$ cat config.mk
export PLATFORM = sky130hd
export DESIGN_NAME = mains_stair_gen
export DESIGN_NICKNAME = d
export VERILOG_FILES = /design/src/rtl/mains_stair_pkg.sv /design/src/rtl/mains_stair_ctrl.sv /design/src/rtl/mains_stair_dp.sv /design/src/rtl/mains_stair_gen.sv
export SDC_FILE = /design/constraint.sdc
export NUM_CORES = 1
export LEC_CHECK = 0
export CAP_MARGIN = 15
export CELL_PAD_IN_SITES_DETAIL_PLACEMENT = 1
export CELL_PAD_IN_SITES_GLOBAL_PLACEMENT = 1
export CORE_ASPECT_RATIO = 0.8
export CORE_UTILIZATION = 30
export CTS_CLUSTER_DIAMETER = 40
export CTS_CLUSTER_SIZE = 14
export DETAILED_ROUTE_END_ITERATION = 16
export DONT_BUFFER_PORTS = 1
export PLACE_DENSITY_LB_ADDON = 0.1
export SLEW_MARGIN = 10
export SYNTH_ARGS = -nofsm -noshare
export SYNTH_HDL_FRONTEND = slang
export SYNTH_SLANG_ARGS = --single-unit
$ cat constraint.sdc
create_clock -name clk -period 3.6 [get_ports clk]
set_input_delay 0.36 -clock clk [delete_from_list [all_inputs] [get_ports clk]]
set_output_delay 0.36 -clock clk [all_outputs]
set_load 0.01 [all_outputs]
$ cat src/rtl/mains_stair_pkg.sv
package mains_stair_pkg;

  typedef enum logic [2:0] {
    LK_WAIT_FIRST,
    LK_MEASURE,
    LK_LOCKED,
    LK_LOST,
    LK_RELOCK
  } lockState_e;

  typedef struct packed {
    logic restartCnt;
    logic loadPeriod;
    logic advance;
  } dpStrobe_t;

endpackage

$ cat src/rtl/mains_stair_ctrl.sv
module mains_stair_ctrl
  import mains_stair_pkg::*;
#(
  parameter int CNT_W     = 20,
  parameter int NUM_TICKS = 6
) (
  input  logic             clk,
  input  logic             rstN,
  input  logic             refPulse,
  input  logic [CNT_W-1:0] periodCnt,
  input  logic [CNT_W-1:0] periodReg,
  input  logic             cntOverflow,
  output dpStrobe_t        strobe,
  output logic             tick,
  output logic             lockLost
);
  localparam int ACC_W = CNT_W + 1;
  localparam int TL_W  = $clog2(NUM_TICKS);

  // reference synchroniser and rising-edge detect
  logic [1:0] refSync;
  logic       refPrev;
  logic       refEdge;

  always_ff @(posedge clk or negedge rstN) begin
    if (!rstN) begin
      refSync <= '0;
      refPrev <= 1'b0;
    end else begin
      refSync <= {refSync[0], refPulse};
      refPrev <= refSync[1];
    end
  end

  assign refEdge = refSync[1] & ~refPrev;

  // lock state machine
  lockState_e state, stateNext;
  logic       missingEdge, lossEvent;
  logic       restartCnt, loadPeriod, realStart, enterLost;

  assign missingEdge = {1'b0, periodCnt} >= {periodReg, 1'b0};
  assign lossEvent   = cntOverflow | missingEdge;

  always_comb begin
    stateNext  = state;
    restartCnt = 1'b0;
    loadPeriod = 1'b0;
    realStart  = 1'b0;
    enterLost  = 1'b0;
    case (state)
      LK_WAIT_FIRST: begin
        if (refEdge) begin
          restartCnt = 1'b1;
          stateNext  = LK_MEASURE;
        end
      end
      LK_MEASURE: begin
        if (refEdge) begin
          restartCnt = 1'b1;
          loadPeriod = 1'b1;
          realStart  = 1'b1;
          stateNext  = LK_LOCKED;
        end else if (cntOverflow) begin
          stateNext = LK_WAIT_FIRST;
        end
      end
      LK_LOCKED: begin
        if (refEdge) begin
          restartCnt = 1'b1;
          loadPeriod = 1'b1;
          realStart  = 1'b1;
        end else if (lossEvent) begin
          enterLost = 1'b1;
          stateNext = LK_LOST;
        end
      end
      LK_LOST: begin
        if (refEdge) begin
          restartCnt = 1'b1;
          realStart  = 1'b1;
          stateNext  = LK_RELOCK;
        end
      end
      LK_RELOCK: begin
        if (refEdge) begin
          restartCnt = 1'b1;
          loadPeriod = 1'b1;
          realStart  = 1'b1;
          stateNext  = LK_LOCKED;
        end else if (lossEvent) begin
          stateNext = LK_LOST;
        end
      end
      default: stateNext = LK_WAIT_FIRST;
    endcase
  end

  always_ff @(posedge clk or negedge rstN) begin
    if (!rstN) state <= LK_WAIT_FIRST;
    else       state <= stateNext;
  end

  assign lockLost = (state == LK_LOST) || (state == LK_RELOCK);

  // tick generator: remainder-carrying accumulator, capped burst per period
  logic [ACC_W-1:0] acc, accSum;
  logic [TL_W-1:0]  ticksLeft;
  logic [CNT_W-1:0] phaseCnt;
  logic             freeRun, startBurst, accHit, tickQ;

  assign freeRun    = lockLost && (phaseCnt >= periodReg);
  assign startBurst = realStart | enterLost | freeRun;
  assign accSum     = acc + ACC_W'(NUM_TICKS);
  assign accHit     = (ticksLeft != '0) && (accSum >= {1'b0, periodReg});

  always_ff @(posedge clk or negedge rstN) begin
    if (!rstN) begin
      acc       <= '0;
      ticksLeft <= '0;
      phaseCnt  <= '0;
      tickQ     <= 1'b0;
    end else if (startBurst) begin
      acc       <= '0;
      ticksLeft <= TL_W'(NUM_TICKS - 1);
      phaseCnt  <= CNT_W'(1);
      tickQ     <= 1'b1;
    end else begin
      tickQ <= accHit;
      if (ticksLeft != '0) begin
        acc <= accHit ? (accSum - {1'b0, periodReg}) : accSum;
      end
      if (accHit) ticksLeft <= ticksLeft - 1'b1;
      if (!(&phaseCnt)) phaseCnt <= phaseCnt + 1'b1;
    end
  end

  assign tick              = tickQ;
  assign strobe.restartCnt = restartCnt;
  assign strobe.loadPeriod = loadPeriod;
  assign strobe.advance    = tickQ;

  AST_NO_TICK_BEFORE_LOCK: assert property (@(posedge clk) disable iff (!rstN)
    ((state == LK_WAIT_FIRST) || (state == LK_MEASURE)) |-> !tickQ);
  AST_TICK_ONE_CLOCK: assert property (@(posedge clk) disable iff (!rstN)
    (tickQ && (ticksLeft == '0) && !startBurst) |=> !tickQ);
  AST_LOST_ON_MISSING: assert property (@(posedge clk) disable iff (!rstN)
    ((state == LK_LOCKED) && !refEdge && lossEvent) |=> lockLost);
  AST_RELOCK_CLEARS: assert property (@(posedge clk) disable iff (!rstN)
    ((state == LK_RELOCK) && refEdge) |=> !lockLost);

endmodule

$ cat src/rtl/mains_stair_dp.sv
module mains_stair_dp
  import mains_stair_pkg::*;
#(
  parameter int CNT_W    = 20,
  parameter int RING_LEN = 5,
  parameter int STAIR_W  = $clog2(RING_LEN + 1)
) (
  input  logic                clk,
  input  logic                rstN,
  input  dpStrobe_t           strobe,
  output logic [CNT_W-1:0]    periodCnt,
  output logic [CNT_W-1:0]    periodReg,
  output logic                cntOverflow,
  output logic [RING_LEN-1:0] ringPhase,
  output logic [STAIR_W-1:0]  stairLevel
);
  // period counter: clocks since last accepted edge, saturating
  logic [CNT_W-1:0] cntQ, perQ;

  always_ff @(posedge clk or negedge rstN) begin
    if (!rstN)                  cntQ <= '0;
    else if (strobe.restartCnt) cntQ <= CNT_W'(1);
    else if (!(&cntQ))          cntQ <= cntQ + 1'b1;
  end

  always_ff @(posedge clk or negedge rstN) begin
    if (!rstN)                  perQ <= '1;
    else if (strobe.loadPeriod) perQ <= cntQ;
  end

  assign periodCnt   = cntQ;
  assign periodReg   = perQ;
  assign cntOverflow = &cntQ;

  // twisted ring, one flop per stage
  logic [RING_LEN-1:0] ringQ;

  for (genvar g = 0; g < RING_LEN; g++) begin : gStage
    logic stageIn;
    if (g == 0) begin : gHead
      assign stageIn = ~ringQ[RING_LEN-1];
    end else begin : gBody
      assign stageIn = ringQ[g-1];
    end
    always_ff @(posedge clk or negedge rstN) begin
      if (!rstN)               ringQ[g] <= 1'b0;
      else if (strobe.advance) ringQ[g] <= stageIn;
    end
  end

  always_comb begin
    stairLevel = '0;
    for (int i = 0; i < RING_LEN; i++) stairLevel = stairLevel + STAIR_W'(ringQ[i]);
  end

  assign ringPhase = ringQ;

  AST_RING_LEGAL: assert property (@(posedge clk) disable iff (!rstN)
    $countones(ringQ ^ {ringQ[RING_LEN-2:0], ringQ[RING_LEN-1]}) <= 2);
  AST_RING_HOLD: assert property (@(posedge clk) disable iff (!rstN)
    !strobe.advance |=> $stable(ringQ));
  AST_STAIR_STEP: assert property (@(posedge clk) disable iff (!rstN)
    strobe.advance |=> ((stairLevel == $past(stairLevel) + 1'b1) ||
                        (stairLevel + 1'b1 == $past(stairLevel))));
  AST_PERIOD_HELD: assert property (@(posedge clk) disable iff (!rstN)
    !strobe.loadPeriod |=> $stable(perQ));

endmodule

$ cat src/rtl/mains_stair_gen.sv
module mains_stair_gen
  import mains_stair_pkg::*;
#(
  parameter int CNT_W     = 20,
  parameter int NUM_TICKS = 6,
  parameter int RING_LEN  = 5,
  localparam int STAIR_W  = $clog2(RING_LEN + 1)
) (
  input  logic                clk,
  input  logic                rstN,
  input  logic                refPulse,
  output logic                tick600,
  output logic [RING_LEN-1:0] ringPhase,
  output logic [STAIR_W-1:0]  stairLevel,
  output logic                squareOut,
  output logic                lockLost
);
  dpStrobe_t        strobe;
  logic [CNT_W-1:0] periodCnt, periodReg;
  logic             cntOverflow;

  mains_stair_ctrl #(.CNT_W(CNT_W), .NUM_TICKS(NUM_TICKS)) u_ctrl (
    .clk         (clk),
    .rstN        (rstN),
    .refPulse    (refPulse),
    .periodCnt   (periodCnt),
    .periodReg   (periodReg),
    .cntOverflow (cntOverflow),
    .strobe      (strobe),
    .tick        (tick600),
    .lockLost    (lockLost)
  );

  mains_stair_dp #(.CNT_W(CNT_W), .RING_LEN(RING_LEN), .STAIR_W(STAIR_W)) u_dp (
    .clk         (clk),
    .rstN        (rstN),
    .strobe      (strobe),
    .periodCnt   (periodCnt),
    .periodReg   (periodReg),
    .cntOverflow (cntOverflow),
    .ringPhase   (ringPhase),
    .stairLevel  (stairLevel)
  );

  assign squareOut = ringPhase[RING_LEN-1];

  AST_SQUARE_TOGGLES_ON_TICK: assert property (@(posedge clk) disable iff (!rstN)
    !tick600 |=> $stable(squareOut));

endmodule

==> parameters.txt <==
Parameter                              Value

Outcome
  Failing checks    setup timing
  Status    finished with violations

Routing
  Detail-routed net length per standard cell    about 19 um
  Via count    between 5000 and 6000
  Mean number of vias per cell    a little over 5
  First drt pass iteration count    4
  Post-detailed-route count of antenna-violating nets    0
  Iter 0 DRT Violations    roughly 220
  Post-detailed-route DRC marker count    0
  Final wirelength    about 22000 um

Critical path
  Setup crit start    u_ctrl.acc[1]
  Endpoint arrival time on the critical path    slightly above 4 ns
  Capturing element type of the critical path    register
  Timing endpoint of the critical path    u_ctrl.acc[7]
  Reg2reg path depth    16
  Worst reg-to-reg setup slack    -0.15 ns
  Slowest Stage Delay on Critical Path    between 0.6 and 0.7 ns
  Critical path required time    3.89 ns
  CP Launch Type    register
  Slowest cell on the critical path    sky130_fd_sc_hd__or4_4
  Critical R2R Capture    u_ctrl.acc[7]
  Crit-path cells    o2111ai_4 > or4_4 > nor2_4 > and3_4 > xor2_4 > ha_4 > nor3_2 > o211ai_1 > buf_4 > a21oi_4 > o211ai_1 > a21o_4 > buf_12 > or3_1 > a21oi_1 > o21ba_1
  Launch instance of the worst register-to-register path    u_ctrl.acc[1]
  Worst Setup Path Type    register to register
  Critical-path maximum fanout    5
  CP dominant cell by count    sky130_fd_sc_hd__o211ai_1

Power and ir drop
  Ratio of total power to cell area    1010 nW/um^2
  Register share of total power    0.185
  Peak supply drop    approximately 0.42 mV
  Internal cell power    5.07 mW
  Switching share of power    0.437
  Power share of the clock group    0.129
  Power spent charging and discharging nets    approximately 4 mW
  Total Power Consumption    between 9 and 10 mW
  Comb power frac    0.686
  Static leakage    3.85 nW

Synthesis
  Cell area after synthesis    just under 7000 um^2
  Library cells used by synthesis    67
  Cells after Synth    758
  Post-Syn Nets    between 800 and 900
  Count of flip-flops with a built-in enable after synthesis    0
  Asr flop ratio synth    1.00
  Sequential element share of the synthesized area    0.352
  Yosys warning count    0
  Post-synthesis register bit count    96
  Ys flop type    sky130_fd_sc_hd__dfrtp_1
  Average instance area after synthesis    around 9.1 um^2

Clock network
  H-Tree Depth    3
  Num CTS Buffers    9
  Clock Tree Root    sky130_fd_sc_hd__clkbuf_16
  Clock slew at the register clock pins of the worst setup and hold paths    roughly 0.08 ns
  CTS tree    built
  Number of buffers on the longest clock path    2
  Clock latency at the later pin of the worst-skew pair    0.36 ns
  Clk sink count    96

Timing
  Slack of the critical path    -0.147 ns
  Final hold slack    0.0248 ns
  Fmax achieved    between 0.2 and 0.3 GHz
  Unrepaired setup endpoints after global routing    true
  Final Max Slew Viols    0
  Number of hold-slack violations in the final timing report    0
  Min Tclk post-route    3.75 ns
  Slew Limit Headroom    0.142
  Measured slew at the worst slew-check pin    ~1.3 ns
  Total setup violations reported at the end of the flow    18
  Final-layout setup total negative slack    -1.11 ns
  Max Clock Skew    approximately 0.012 ns
  Final Cycle Share    1.04

Cells and area
  Number of nets in the final layout    920
  Core Util, Final    0.395
  Count of non-filler cells in the finished layout    1160
  Fillers    approximately 2600
  Most common cell after layout, fill and taps aside    sky130_fd_sc_hd__buf_4
  Area growth, synth to finish    29.1%
  Share of cells above drive strength 1    0.283
  Most frequent cells in the layout    sky130_fd_sc_hd__buf_4 (91), sky130_fd_sc_hd__nor2_1 (76), sky130_fd_sc_hd__dfrtp_1 (74), sky130_fd_sc_hd__ha_1 (60), sky130_fd_sc_hd__nand2_1 (48)
  Ant. Diodes    0

Global routing
  Global Route Usage Sum    0.200
  Number of antenna violations at the first check in global routing    1
  Vias in the first global route    about 6400
  Global-route wire length before repair    between 30000 and 40000 um
  Aggregate global routing overflow    0
  Largest net degree at the start of global routing    between 90 and 100

Place
  Count of input and output buffers    0
  Number of cells in the design after placement    between 1000 and 1500
  Weighted congestion reported at the end of routability-driven placement    slightly above 0.8
  Half-perimeter wire length of the detailed placement result    16000 um

Floorplan
  Vertical die dimension    roughly 140 um
  Starting Density    0.306
  Placeable core region    22500 um^2
  Die Wd    about 170 um
  Total die area    ~24000 um^2
  Number of standard-cell rows in the floorplan    49
  I/O pin total    14

Worst hold path
  Type of the worst min-delay path    input port to register

Run
  Reported max-cap violation count    0
-- metrics by stage --
stage	setup WS, ns	area (um^2)
after floorplan	0.00964	6930
after global placement	-0.592	7720
after detailed placement	-0.600	7720
after CTS	-0.120	8680
after global routing	-0.308	8890
final	-0.147	8890
-- layout make-up --
| type | instances | area, um^2 | share of cell area |
|---|---|---|---|
| Tap cell | 306 | 383 | 0.0431 |
| Inverter | 42 | 160 | 0.0180 |
| Multi-Input combinational cell | 593 | 4660 | 0.525 |
| Clock buffer | 10 | 229 | 0.0258 |
| Sequential cell | 96 | 2430 | 0.273 |
| Clock inverter | 6 | 116 | 0.0131 |
| Timing Repair Buffer | 107 | 908 | 0.102 |
-- worst min path at each step --
| stage | startpoint | endpoint | slack, ns | depth (start not counted) |
|---|---|---|---|---|
| global placement | rstN | u_ctrl.acc[2] | 0.07 | 0 |
| floorplan | rstN | u_ctrl.acc[0] | 0.06 | 0 |
| detailed placement | rstN | u_ctrl.acc[1] | 0.07 | 0 |
| CTS | refPulse | u_ctrl.refSync[0] | 0.0008 | 0 |
| global route | refPulse | u_ctrl.refSync[0] | 0.004 | 0 |
| finish | refPulse | u_ctrl.refSync[0] | 0.02 | 0 |
-- worst max-delay path: cells and delay by family, from the launching register on --
kind            cells  cell delay (ns)
fa+ha+maj           1             0.18
compound gates      7             1.21
flops               1             0.42
xor+xnor            1             0.09
buf+inv             2             0.31
simple gates        5             1.48
-- power by group through the flow --
| stage | clock network, mW | logic (mW) | registers, mW |
|---|---|---|---|
| 2_1_floorplan | 0 | 3.24 | 1.59 |
| 3_3_place_gp | 0 | 4.70 | 1.64 |
| 3_5_place_dp | 0 | 4.82 | 1.66 |
| 4_1_cts | 1.20 | 5.84 | 1.66 |
| 5_1_grt | 1.24 | 6.79 | 1.71 |
| 6_report | 1.16 | 6.18 | 1.67 |
-- cell usage after synthesis, types with 11 or more instances --
library cell,n,area share
sky130_fd_sc_hd__a211oi_1,11,0.012
sky130_fd_sc_hd__a21o_1,15,0.016
sky130_fd_sc_hd__a21oi_1,38,0.028
sky130_fd_sc_hd__clkbuf_1,17,0.0093
sky130_fd_sc_hd__dfrtp_1,76,0.28
sky130_fd_sc_hd__dfstp_2,20,0.076
sky130_fd_sc_hd__ha_1,65,0.12
sky130_fd_sc_hd__inv_1,42,0.023
sky130_fd_sc_hd__mux2_2,23,0.038
sky130_fd_sc_hd__nand2_1,50,0.027
sky130_fd_sc_hd__nand3_1,36,0.026
sky130_fd_sc_hd__nand4_1,21,0.019
sky130_fd_sc_hd__nor2_1,80,0.044
sky130_fd_sc_hd__nor2b_1,13,0.012
sky130_fd_sc_hd__nor3_1,17,0.012
sky130_fd_sc_hd__o21ai_0,31,0.023
sky130_fd_sc_hd__xnor2_1,37,0.047
sky130_fd_sc_hd__xor2_1,28,0.036
-- flip-flops by register name, indices dropped and copies added, names as in the netlist, 2 cells and up --
signal               flops
u_ctrl.phaseCnt         20
u_ctrl.state             3
u_ctrl.acc              21
u_ctrl.refSync           2
u_dp.periodReg          20
u_ctrl.ticksLeft         3
u_dp.gStage.stageIn      4
u_dp.periodCnt          20
-- repair_timing --
item                                    CTS  global route
buffers inserted                         26            12
pin swaps                                41            19
endpoints found under the hold margin    96             0
hold buffers                              2             0
cloned                                    1             0
endpoints found under the setup margin   25            25
gates resized for setup                  71            28
-- logic make-up (layout without fill, tap and decap cells) --
| logic type | after synthesis | count (layout) | synth area share |
|---|---|---|---|
| XOR/XNOR | 65 | 65 | 0.0826 |
| multiplexers | 26 | 26 | 0.0421 |
| AO/OA/AOI/OAI | 169 | 169 | 0.164 |
| AND/OR/NAND/NOR | 265 | 265 | 0.189 |
| buffers and inverters | 69 | 165 | 0.0429 |
| adder cells (fa/ha/maj) | 68 | 68 | 0.127 |
| flip-flops | 96 | 96 | 0.352 |
-- layer usage --
metal | wire (um) | GRT usage | vias to the layer above
met5 | 0 | 0 | -
li1 | - | - | 2910
met2 | 9910 | 0.316 | 47
met3 | 517 | 0.0276 | 14
met1 | 11200 | 0.288 | 2998
met4 | 208 | 0.0456 | 0
Power figures use the tool's default switching activity.
